## src/rtl/rmg_pkg.sv

```systemverilog
package rmg_pkg;
  typedef enum logic [1:0] {
    MODE_IDLE   = 2'd0,
    MODE_ACTIVE = 2'd1,
    MODE_SLEEP  = 2'd2,
    MODE_DEEP   = 2'd3
  } mon_mode_e;

  function automatic logic mode_is_sleepy(input mon_mode_e m);
    return (m == MODE_SLEEP) || (m == MODE_DEEP);
  endfunction
endpackage

```

## src/rtl/rmg_mode_dec.sv

```systemverilog
module rmg_mode_dec
  import rmg_pkg::*;
(
  input  logic      clk,
  input  logic      rst_n,
  input  logic      act_i,
  input  logic      slp_i,
  input  logic      pwr_sel_i,
  output mon_mode_e mode_o
);
  mon_mode_e mode_d, mode_q;

  always_comb begin
    mode_d = MODE_IDLE;
    if (act_i) begin
      if (slp_i)          mode_d = MODE_ACTIVE;
      else if (pwr_sel_i) mode_d = MODE_SLEEP;
      else                mode_d = MODE_DEEP;
    end
  end

  always_ff @(posedge clk or negedge rst_n) begin
    if (!rst_n) mode_q <= MODE_IDLE;
    else        mode_q <= mode_d;
  end

  assign mode_o = mode_q;

  // a low activity pin always lands in idle
  p_idle_on_low_act_r1: assert property (@(posedge clk) disable iff (!rst_n)
    !act_i |=> (mode_q == MODE_IDLE));
  // sleep pin low with activity high never gives active or idle
  p_sleep_family_r1: assert property (@(posedge clk) disable iff (!rst_n)
    (act_i && !slp_i) |=> mode_is_sleepy(mode_q));
endmodule

```

## src/rtl/rmg_chan_gate.sv

```systemverilog
module rmg_chan_gate
  import rmg_pkg::*;
(
  input  mon_mode_e mode_i,
  input  logic      en_i,
  input  logic      uv_ie_i,
  input  logic      amsk_i,
  input  logic      ov_i,
  input  logic      uv_i,
  input  logic      off_i,
  output logic      ov_hit_o,
  output logic      uv_hit_o,
  output logic      off_o
);
  logic silenced;
  logic uv_allowed;

  always_comb begin
    silenced   = amsk_i && mode_is_sleepy(mode_i);
    uv_allowed = (mode_i != MODE_IDLE) && uv_ie_i;
    ov_hit_o   = en_i && !silenced && ov_i;
    uv_hit_o   = en_i && !silenced && uv_allowed && uv_i;
    off_o      = en_i && off_i;
  end
endmodule

```

## src/rtl/rmg_fault_bank.sv

```systemverilog
module rmg_fault_bank #(
  parameter int NUM_CH = 8
) (
  input  logic                clk,
  input  logic                rst_n,
  input  logic [NUM_CH-1:0]   ov_hit_i,
  input  logic [NUM_CH-1:0]   uv_hit_i,
  input  logic [NUM_CH-1:0]   off_i,
  input  logic                clr_we_i,
  input  logic [2*NUM_CH-1:0] clr_data_i,
  output logic [NUM_CH-1:0]   fault_ov_o,
  output logic [NUM_CH-1:0]   fault_uv_o,
  output logic [NUM_CH-1:0]   off_sts_o,
  output logic                irq_n_o
);
  localparam int CW = 2 * NUM_CH;

  logic [NUM_CH-1:0] ov_q, ov_d, uv_q, uv_d, off_q;
  logic [NUM_CH-1:0] clr_ov, clr_uv;

  always_comb begin
    clr_ov = clr_we_i ? clr_data_i[NUM_CH-1:0]  : '0;
    clr_uv = clr_we_i ? clr_data_i[CW-1:NUM_CH] : '0;
    ov_d   = (ov_q & ~clr_ov) | ov_hit_i;
    uv_d   = (uv_q & ~clr_uv) | uv_hit_i;
  end

  always_ff @(posedge clk or negedge rst_n) begin
    if (!rst_n) begin
      ov_q  <= '0;
      uv_q  <= '0;
      off_q <= '0;
    end else begin
      ov_q  <= ov_d;
      uv_q  <= uv_d;
      off_q <= off_i;
    end
  end

  assign fault_ov_o = ov_q;
  assign fault_uv_o = uv_q;
  assign off_sts_o  = off_q;
  assign irq_n_o    = ~(|ov_q | |uv_q);

  // an uncleared fault bit stays set
  p_sticky_ov_r8: assert property (@(posedge clk) disable iff (!rst_n)
    1'b1 |=> ((($past(ov_q) & ~$past(clr_ov)) & ~ov_q) == '0));
  p_sticky_uv_r8: assert property (@(posedge clk) disable iff (!rst_n)
    1'b1 |=> ((($past(uv_q) & ~$past(clr_uv)) & ~uv_q) == '0));
  // a violation wins over a same-cycle clear
  p_hit_wins_r8: assert property (@(posedge clk) disable iff (!rst_n)
    (|ov_hit_i) |=> ((ov_q & $past(ov_hit_i)) == $past(ov_hit_i)));
endmodule

```

## src/rtl/rail_mon_gate.sv

```systemverilog
module rail_mon_gate
  import rmg_pkg::*;
#(
  parameter int NUM_CH = 8
) (
  input  logic                clk,
  input  logic                rst_n,
  input  logic                act_i,
  input  logic                slp_i,
  input  logic                pwr_sel_i,
  input  logic [NUM_CH-1:0]   ch_en_i,
  input  logic [NUM_CH-1:0]   uv_ie_i,
  input  logic [NUM_CH-1:0]   amsk_i,
  input  logic [NUM_CH-1:0]   ov_raw_i,
  input  logic [NUM_CH-1:0]   uv_raw_i,
  input  logic [NUM_CH-1:0]   off_raw_i,
  input  logic                clr_we_i,
  input  logic [2*NUM_CH-1:0] clr_data_i,
  output logic [1:0]          mode_o,
  output logic [NUM_CH-1:0]   fault_ov_o,
  output logic [NUM_CH-1:0]   fault_uv_o,
  output logic [NUM_CH-1:0]   off_sts_o,
  output logic                irq_n_o
);
  mon_mode_e         mode_q;
  logic [NUM_CH-1:0] ov_hit, uv_hit, off_hit;

  rmg_mode_dec u_mode (
    .clk       (clk),
    .rst_n     (rst_n),
    .act_i     (act_i),
    .slp_i     (slp_i),
    .pwr_sel_i (pwr_sel_i),
    .mode_o    (mode_q)
  );

  for (genvar g = 0; g < NUM_CH; g++) begin : g_ch
    rmg_chan_gate u_gate (
      .mode_i   (mode_q),
      .en_i     (ch_en_i[g]),
      .uv_ie_i  (uv_ie_i[g]),
      .amsk_i   (amsk_i[g]),
      .ov_i     (ov_raw_i[g]),
      .uv_i     (uv_raw_i[g]),
      .off_i    (off_raw_i[g]),
      .ov_hit_o (ov_hit[g]),
      .uv_hit_o (uv_hit[g]),
      .off_o    (off_hit[g])
    );
  end

  rmg_fault_bank #(.NUM_CH(NUM_CH)) u_bank (
    .clk        (clk),
    .rst_n      (rst_n),
    .ov_hit_i   (ov_hit),
    .uv_hit_i   (uv_hit),
    .off_i      (off_hit),
    .clr_we_i   (clr_we_i),
    .clr_data_i (clr_data_i),
    .fault_ov_o (fault_ov_o),
    .fault_uv_o (fault_uv_o),
    .off_sts_o  (off_sts_o),
    .irq_n_o    (irq_n_o)
  );

  assign mode_o = mode_q;

  // idle never produces a new UV fault
  p_idle_no_uv_r4: assert property (@(posedge clk) disable iff (!rst_n)
    (mode_q == MODE_IDLE) |=> ((fault_uv_o & ~$past(fault_uv_o)) == '0));
  // disabled channels never gain a fault
  p_disabled_quiet_r2: assert property (@(posedge clk) disable iff (!rst_n)
    1'b1 |=> ((((fault_ov_o & ~$past(fault_ov_o)) |
               (fault_uv_o & ~$past(fault_uv_o))) & ~$past(ch_en_i)) == '0));
  // masked channels stay silent while sleeping
  p_masked_quiet_r6: assert property (@(posedge clk) disable iff (!rst_n)
    mode_is_sleepy(mode_q) |=> ((((fault_ov_o & ~$past(fault_ov_o)) |
               (fault_uv_o & ~$past(fault_uv_o))) & $past(amsk_i)) == '0));
  // OFF flags alone never pull the interrupt low
  p_off_no_irq_r7: assert property (@(posedge clk) disable iff (!rst_n)
    (irq_n_o && ov_hit == '0 && uv_hit == '0) |=> irq_n_o);
endmodule

```

## config.mk

```make
export PLATFORM = sky130hd
export DESIGN_NAME = rail_mon_gate
export DESIGN_NICKNAME = d
export VERILOG_FILES = /design/src/rtl/rmg_pkg.sv /design/src/rtl/rmg_mode_dec.sv /design/src/rtl/rmg_chan_gate.sv /design/src/rtl/rmg_fault_bank.sv /design/src/rtl/rail_mon_gate.sv
export SDC_FILE = /design/constraint.sdc
export NUM_CORES = 1
export LEC_CHECK = 0
export BUFFER_PORTS_ARGS = -buffer_cell sky130_fd_sc_hd__buf_2
export CAP_MARGIN = 20
export CORE_MARGIN = 4
export CORE_UTILIZATION = 35
export CTS_CLUSTER_SIZE = 20
export DETAILED_ROUTE_END_ITERATION = 8
export GPL_TIMING_DRIVEN = 0
export PLACE_DENSITY = 0.88
export SYNTH_ARGS = -nofsm -noshare
export SYNTH_HDL_FRONTEND = slang
export SYNTH_HIERARCHICAL = 1
export SYNTH_SLANG_ARGS = --single-unit
```

## constraint.sdc

```tcl
create_clock -name clk -period 1.1 [get_ports clk]
set_input_delay 0.275 -clock clk [delete_from_list [all_inputs] [get_ports clk]]
set_output_delay 0.275 -clock clk [all_outputs]
set_load 0.01 [all_outputs]
```

==> results.txt, run 1 <==
----------------------------------------------------
[Outcome]
  Outcome ... finished with violations
  Failing checks ... negative setup slack

[CTS]
  Cell at the root of the clock tree ... sky130_fd_sc_hd__clkbuf_4
  CTS H-Tree Depth ... 1
  CTS tree ... done
  CTS Buffer Depth ... 2
  TritonCTS Buffers ... 3
  Total number of clock tree sinks ... 26
  Clock-pin slew on the worst setup and hold paths ... 0.14 ns
  Clock network latency to the later pin of the worst-skew pair ... 0.32 ns

[Worst setup path]
  Endpoint required time on the critical path ... 0.82 ns
  R2R setup slack ... -0.12 ns
  Worst Setup End Kind ... output port
  Critical path class ... flop to output port
  Critical path buffer and inverter count ... 1
  Slowest cell on the critical path ... sky130_fd_sc_hd__dfrtp_1
  Max FO, Critical Path ... 2
  Source of the worst register-to-register timing path ... u_mode/mode_o[1]
  Reg2reg end ... u_bank/fault_uv_o[4]
  Peak per-stage delay on the critical path ... 0.43 ns
  Logic depth of the worst register-to-register path ... 3
  Kind of launch point of the worst setup path ... flop
  Ordered list of cells on the worst path ... nor4_2, and4_1, buf_2
  Data arrival time of the critical path ... 1.42 ns
  Critical path's top delay family ... simple AND/OR/NAND/NOR gates

[STA]
  Relative slew slack ... 0.607
  Maximum clock frequency ... 590 MHz
  Hold slack ... 0.101 ns
  RSZ-0062 raised after global routing ... true
  Total count of hold-check failures in the final report ... 0
  Final Max Tran Viols ... 0
  Setup-failing EPs final ... 41
  Worst-margin pin slew ... 0.590 ns
  Min cycle time layout ... 1.70 ns
  Setup slack of the critical path after layout ... -0.596 ns
  Fraction of the cycle the final worst path needs ... 1.54
  Setup Skew ... 0.00821 ns

[Synth]
  Distinct cell type count of the synthesized netlist ... 13
  Compound-gate portion of the synthesized area ... 0.253
  Post-synthesis register bit count ... 26
  Ys Warns ... 6
  Synthesized Nets ... 170
  Parity-gate share of the synthesized area counting xor and xnor cells ... 0
  Synth top area share ... 0.535
  Fraction of synthesized area in multiplexers ... 0
  Post-synthesis area per instance ... 12.2 µm²
  Share of synthesized area occupied by flip-flops and latches ... 0.535
  Arithmetic-cell share of the synthesized area counting full adders, half adders and majority gates ... 0
  Largest area contributor in the synthesized netlist ... sky130_fd_sc_hd__dfrtp_1
  Post-synthesis share of cell area spent on and, or, nand and nor gates ... 0.183
  Combinational family with the most area after synthesis ... compound AO/OA/AOI/OAI gates
  Cells after Synth ... 100
  Cells taking the most area after synthesis ... sky130_fd_sc_hd__dfrtp_1 53%, sky130_fd_sc_hd__a21o_1 9.9%, sky130_fd_sc_hd__and2_2 9.9%
  Synthesized area ... 1220 µm²

[Placed design]
  Detailed placement HPWL ... 2730 µm
  Last weighted congestion value of the routability-driven placer ... 0.713
  Port Buf Inserts ... 95
  Total cell area at the placement stage ... 1750 µm²
  Worst slack after detailed placement ... -0.287 ns

[Finish]
  Layout Nets ... 284
  Most common cell after layout, fill and taps aside ... sky130_fd_sc_hd__buf_2
  Commonest cells after routing, fill and taps aside ... 86 x sky130_fd_sc_hd__buf_2, 24 x sky130_fd_sc_hd__dfrtp_1, 16 x sky130_fd_sc_hd__nand2_1, 16 x sky130_fd_sc_hd__a21o_1, 14 x sky130_fd_sc_hd__buf_6
  Final cell utilization of the core ... 0.626
  Filler cell count in the final layout ... 299
  Share of cells above drive strength 1 ... 0.676
  Synthesis-to-finish area growth ... 71.7%
  ANT cells ... 0
  Final instance area ... 2090 µm²

[Power and ir drop]
  Leakage power ... 1.21 nW
  Worst supply voltage drop on vdd ... 0.000750 V
  Power density cells ... 1060 nW/µm²

[Drt]
  Iteration-0 DRC count of the detailed router ... 19
  Per-cell routed wire length ... 14.8 µm
  Drc violations ... 0
  Antenna Nets Post-Route ... 0
  Vias after detailed routing ... 1203
  Drt total wl ... 3840 µm
  Routed vias/inst ... 4.64
  First-pass iteration count of the detailed router ... 3

[Global route]
  Wire length of the first global-routing pass ... 5640 µm
  Gr ovfl total ... 0
  Most crowded layer after global routing ... met2
  Number of antenna violations at the first check in global routing ... 0
  Fraction of met2 tracks used by global routing ... 0.332
  Aggregate global-route resource usage ... 0.173
  Global routing met1 resource utilization ... 0.179
  Pin count of the biggest net entering global routing ... 27
  Vias in the first global route ... 1247
  Fraction of met3 tracks used by global routing ... 0.0573

[Floorplanning]
  Number of placed I/O pins ... 97
  Standard cell core area ... 3340 µm²
  Row count ... 21
  Die Y-Extent ... 66.9 µm
  Effective utilization at floorplan ... 0.364
  Horiz. Die Dim ... 66.9 µm
  Area of the die ... 4480 µm²

[Run]
  Maximum Capacitance Violations ... 0

[Min path]
  Min-delay src ... pwr_sel_i
  Cell count of the worst hold path ... 2
  Hold Path End ... u_mode/mode_o[0]
  Class of the most critical hold timing path ... input pin to flop

----------------------------------------------------
[Yosys cell counts]
cell,count
sky130_fd_sc_hd__o2111a_1,8
sky130_fd_sc_hd__and4_1,1
sky130_fd_sc_hd__nor4_1,4
sky130_fd_sc_hd__and2b_2,1
sky130_fd_sc_hd__nand2_1,16
sky130_fd_sc_hd__buf_12,1
sky130_fd_sc_hd__inv_1,1
sky130_fd_sc_hd__buf_6,1
sky130_fd_sc_hd__a21boi_1,1
sky130_fd_sc_hd__a21boi_2,8
sky130_fd_sc_hd__dfrtp_1,26
sky130_fd_sc_hd__and2_2,16
sky130_fd_sc_hd__a21o_1,16
[worst reg2reg max path, cell delays in order, from the launching register on]
cell and delay (ns):
sky130_fd_sc_hd__dfrtp_4 0.57, sky130_fd_sc_hd__buf_8 0.17, sky130_fd_sc_hd__o2111a_1 0.24, sky130_fd_sc_hd__a21o_1 0.15
[metrics by stage]
step | total power, mW | TNS, ns | cells
5_1_grt | 2.36 | -5.80 | 259
6_report | 2.22 | -3.67 | 259
3_3_place_gp | 1.59 | -1.42 | 241
4_1_cts | 2.16 | -4.17 | 254
2_1_floorplan | 1.33 | -0.0787 | 100
3_5_place_dp | 1.61 | -1.51 | 241
[final cells by class]
type | instances | area, µm² | share of cell area
buffer | 2 | 31.3 | 0.0150
clock buffer | 4 | 26.3 | 0.0126
inverter | 1 | 3.75 | 0.00180
multi-input combinational | 71 | 624 | 0.299
sequential | 26 | 656 | 0.314
tap | 46 | 57.6 | 0.0276
timing repair buffer | 109 | 689 | 0.330
[metal layers]
layer,wire length [µm],up-vias,share of wire
met5,0,-,0
met3,332,6,0.086
met2,2060,58,0.54
met4,43,0,0.011
li1,-,586,-
met1,1400,553,0.36
[how the worst max path moves through the flow]
stage | from | to | slack (ns) | cells past startpoint
2_1_floorplan | u_bank/fault_uv_o[2] | irq_n_o | -0.08 | 2
3_3_place_gp | u_bank/fault_uv_o[5] | irq_n_o | -0.26 | 3
3_5_place_dp | u_bank/fault_uv_o[5] | irq_n_o | -0.29 | 3
4_1_cts | u_bank/fault_uv_o[7] | irq_n_o | -0.60 | 3
5_1_grt | u_bank/fault_uv_o[6] | irq_n_o | -0.72 | 3
6_report | u_bank/fault_uv_o[7] | irq_n_o | -0.60 | 3
[report_power, final]
group / internal (mW) / switching [mW] / total [mW]
logic: 0.408 / 0.263 / 0.672
registers: 1.05 / 0.0810 / 1.13
clock network: 0.142 / 0.278 / 0.420
[kinds of logic (layout without fill, tap and decap cells)]
kind of cell | after synthesis | after routing
buf+inv | 3 | 116
compound gates | 33 | 33
flops | 26 | 26
simple gates | 38 | 38
[flip-flops by register name (all words and copies together) (netlist names)]
signal             flops
u_mode/mode_o          2
u_bank/off_sts_o       8
u_bank/fault_ov_o      8
u_bank/fault_uv_o      8
[timing repair]
action | in CTS | in global routing
cloned | 1 | 0
hold buffers | 1 | 0
hold endpoints to repair | 26 | 0
pin swaps | 10 | 11
buffers inserted | 7 | 6
endpoints found under the setup margin | 43 | 43
resized for setup | 24 | 16
Power figures use the tool's default switching activity.
==> run 2, diff against run 1 <==
--- a/config.mk
+++ b/config.mk
@@ -7,7 +7,7 @@
 export LEC_CHECK = 0
 export BUFFER_PORTS_ARGS = -buffer_cell sky130_fd_sc_hd__buf_2
 export CAP_MARGIN = 20
-export CORE_MARGIN = 4
+export CORE_MARGIN = 1
 export CORE_UTILIZATION = 35
 export CTS_CLUSTER_SIZE = 20
 export DETAILED_ROUTE_END_ITERATION = 8
==> run 2 against run 1 <==
  * The run still ends with negative setup slack left
  * Final area is 3.3% lower
  * Cell count is 2.7% lower
  * Power is 0.45% lower
  * Critical path depth stayed put
  * Utilization is 2.1 points lower
  * Register-to-register slack hardly changed
  * Critical path type unchanged
  * Critical endpoint unchanged
  * Largest power group unchanged
  * Highest routed layer unchanged
==> results.txt, run 2 (synthesis gave the netlist of run 1 again) <==
----------------------------------------------------
[Placed design]
  Number of instances in the placed design ... 241 (unchanged)
  Last weighted congestion value of the routability-driven placer ... 0.651 (was 0.713)
  Total cell area at the placement stage ... 1750 µm² (unchanged)
  Worst slack after detailed placement ... -0.279 ns (was -0.287 ns)
  Detailed placement HPWL ... 2420 µm (was 2730 µm)
  Port Buf Inserts ... 95 (unchanged)

[CTS]
  CTS Buffer Depth ... 2 (unchanged)
  CTS H-Tree Depth ... 1 (unchanged)
  CTS tree ... done (unchanged)
  Total number of clock tree sinks ... 26 (unchanged)
  TritonCTS Buffers ... 3 (unchanged)
  Cell at the root of the clock tree ... sky130_fd_sc_hd__clkbuf_4 (unchanged)
  Clock-pin slew on the worst setup and hold paths ... 0.14 ns (about the same)
  Clock network latency to the later pin of the worst-skew pair ... 0.31 ns (was 0.32 ns)

[Worst setup path]
  Peak per-stage delay on the critical path ... 0.46 ns (was 0.43 ns)
  Critical path class ... flop to output port (unchanged)
  Endpoint required time on the critical path ... 0.82 ns (about the same)
  Critical path buffer and inverter count ... 1 (unchanged)
  Max FO, Critical Path ... 3 (was 2)
  Slowest cell on the critical path ... sky130_fd_sc_hd__dfrtp_1 (unchanged)
  Ordered list of cells on the worst path ... nor4_4, and4_1, buf_2 (was nor4_2, and4_1, buf_2)
  Kind of launch point of the worst setup path ... flop (unchanged)
  Critical path's top delay family ... simple AND/OR/NAND/NOR gates (unchanged)
  Worst Setup End Kind ... output port (unchanged)
  Data arrival time of the critical path ... 1.40 ns (was 1.42 ns)

[STA]
  Relative slew slack ... 0.618 (was 0.607)
  Final Max Tran Viols ... 0 (unchanged)
  RSZ-0062 raised after global routing ... true (unchanged)
  Setup Skew ... 0.00451 ns (was 0.00821 ns)
  Min cycle time layout ... 1.67 ns (was 1.70 ns)
  Total count of hold-check failures in the final report ... 0 (unchanged)
  Final setup TNS ... -3.31 ns (was -3.67 ns)
  Fraction of the cycle the final worst path needs ... 1.52 (was 1.54)
  Maximum clock frequency ... 598 MHz (was 590 MHz)
  Hold slack ... 0.120 ns (was 0.101 ns)
  Setup slack of the critical path after layout ... -0.573 ns (was -0.596 ns)
  Setup-failing EPs final ... 41 (unchanged)
  Worst-margin pin slew ... 0.573 ns (was 0.590 ns)

[Finish]
  Layout Nets ... 277 (was 284)
  Final instance area ... 2020 µm² (was 2090 µm²)
  Multi-input logic area ... 627 µm² (was 624 µm²)
  Area taken by flip-flops and latches ... 657 µm² (was 656 µm²)
  Synthesis-to-finish area growth ... 66.0% (was 71.7%)
  Share of cells above drive strength 1 ... 0.675 (was 0.676)
  Final cell utilization of the core ... 0.605 (was 0.626)
  Most common cell after layout, fill and taps aside ... sky130_fd_sc_hd__buf_2 (unchanged)
  ANT cells ... 0 (unchanged)
  Non-Filler Instances ... 252 (was 259)
  Commonest cells after routing, fill and taps aside ... 89 x sky130_fd_sc_hd__buf_2, 23 x sky130_fd_sc_hd__dfrtp_1, 16 x sky130_fd_sc_hd__nand2_1, 16 x sky130_fd_sc_hd__a21o_1 (was 86 x sky130_fd_sc_hd__buf_2, 24 x sky130_fd_sc_hd__dfrtp_1, 16 x sky130_fd_sc_hd__nand2_1, 16 x sky130_fd_sc_hd__a21o_1, 14 x sky130_fd_sc_hd__buf_6)
  Filler cell count in the final layout ... 306 (was 299)

[Floorplanning]
  Effective utilization at floorplan ... 0.364 (unchanged)
  Number of placed I/O pins ... 97 (unchanged)
  Area of the die ... 3710 µm² (was 4480 µm²)
  Horiz. Die Dim ... 60.9 µm (was 66.9 µm)
  Die Y-Extent ... 60.9 µm (was 66.9 µm)
  Row count ... 21 (unchanged)
  Standard cell core area ... 3340 µm² (unchanged)

[Global route]
  Pin count of the biggest net entering global routing ... 27 (unchanged)
  Gr ovfl total ... 0 (unchanged)
  Wire length of the first global-routing pass ... 4970 µm (was 5640 µm)
  Aggregate global-route resource usage ... 0.191 (was 0.173)
  Vias in the first global route ... 1086 (was 1247)
  Number of antenna violations at the first check in global routing ... 0 (unchanged)

[Drt]
  Antenna Nets Post-Route ... 0 (unchanged)
  Per-cell routed wire length ... 13.7 µm (was 14.8 µm)
  Iteration-0 DRC count of the detailed router ... 29 (was 19)
  Drt total wl ... 3460 µm (was 3840 µm)
  First-pass iteration count of the detailed router ... 2 (was 3)
  Routed vias/inst ... 4.71 (was 4.64)
  Drc violations ... 0 (unchanged)
  Vias after detailed routing ... 1186 (was 1203)

[Power and ir drop]
  Worst supply voltage drop on vdd ... 0.000643 V (was 0.000750 V)
  Overall Power ... 2.21 mW (was 2.22 mW)
  Leakage power ... 1.16 nW (was 1.21 nW)
  Power density cells ... 1090 nW/µm² (was 1060 nW/µm²)

[Outcome]
  Outcome ... finished with violations (unchanged)
  Failing checks ... negative setup slack (unchanged)

[Min path]
  Class of the most critical hold timing path ... input pin to flop (unchanged)

[Run]
  Maximum Capacitance Violations ... 0 (unchanged)

----------------------------------------------------
==> run 2: worst reg2reg max path: cells and delay by family, from the launching register on <==
family | cells | cell delay (ns)
buffers and inverters | 1 | 0.17
AO/OA/AOI/OAI | 2 | 0.40
flip-flops | 1 | 0.57
==> run 2: where the power goes <==
group	switching, mW	internal (mW)
clock	0.276	0.202
combinational	0.237	0.351
sequential	0.0952	1.05
==> run 2: layout make-up <==
cell class	instances	area share
Buffer	2	0.0155
Clock buffer	4	0.0180
Inverter	1	0.00186
Multi-Input combinational cell	71	0.310
Sequential cell	26	0.325
Tap cell	46	0.0285
Timing Repair Buffer	102	0.300
==> run 2: final timing paths <==
| check | start | endpoint | slack, ns | cells after the start |
|---|---|---|---|---|
| setup / recovery | u_bank/fault_uv_o[2] | irq_n_o | -0.57 | 3 |
| hold / removal | pwr_sel_i | u_mode/mode_o[0] | 0.12 | 2 |
| setup reg to reg | u_mode/mode_o[1] | u_bank/fault_uv_o[4] | -0.13 | 3 |
| hold reg to reg | u_bank/fault_ov_o[5] | u_bank/fault_ov_o[5] | 0.54 | 1 |
| max in group asynchronous | rst_n | u_mode/mode_o[1] | 0.20 | 2 |
| min in group asynchronous | rst_n | u_bank/off_sts_o[2] | 0.47 | 2 |
==> run 2: per-layer routing <==
layer / wire length [µm] / track usage / share of wire / vias up
li1: - / - / - / 573
met1: 1390 / 0.221 / 0.40 / 562
met2: 1900 / 0.361 / 0.55 / 49
met3: 160 / 0.0320 / 0.046 / 2
met4: 8 / 0.0487 / 0.0023 / 0
met5: 0 / 0 / 0 / -
==> run 2: repair_timing <==
action	CTS	global route
cloned	1	0
setup buffers	4	1
gates resized for setup	19	16
hold endpoints to repair	26	0
hold buffers	1	0
setup endpoints to repair	43	43
pin swaps	4	11
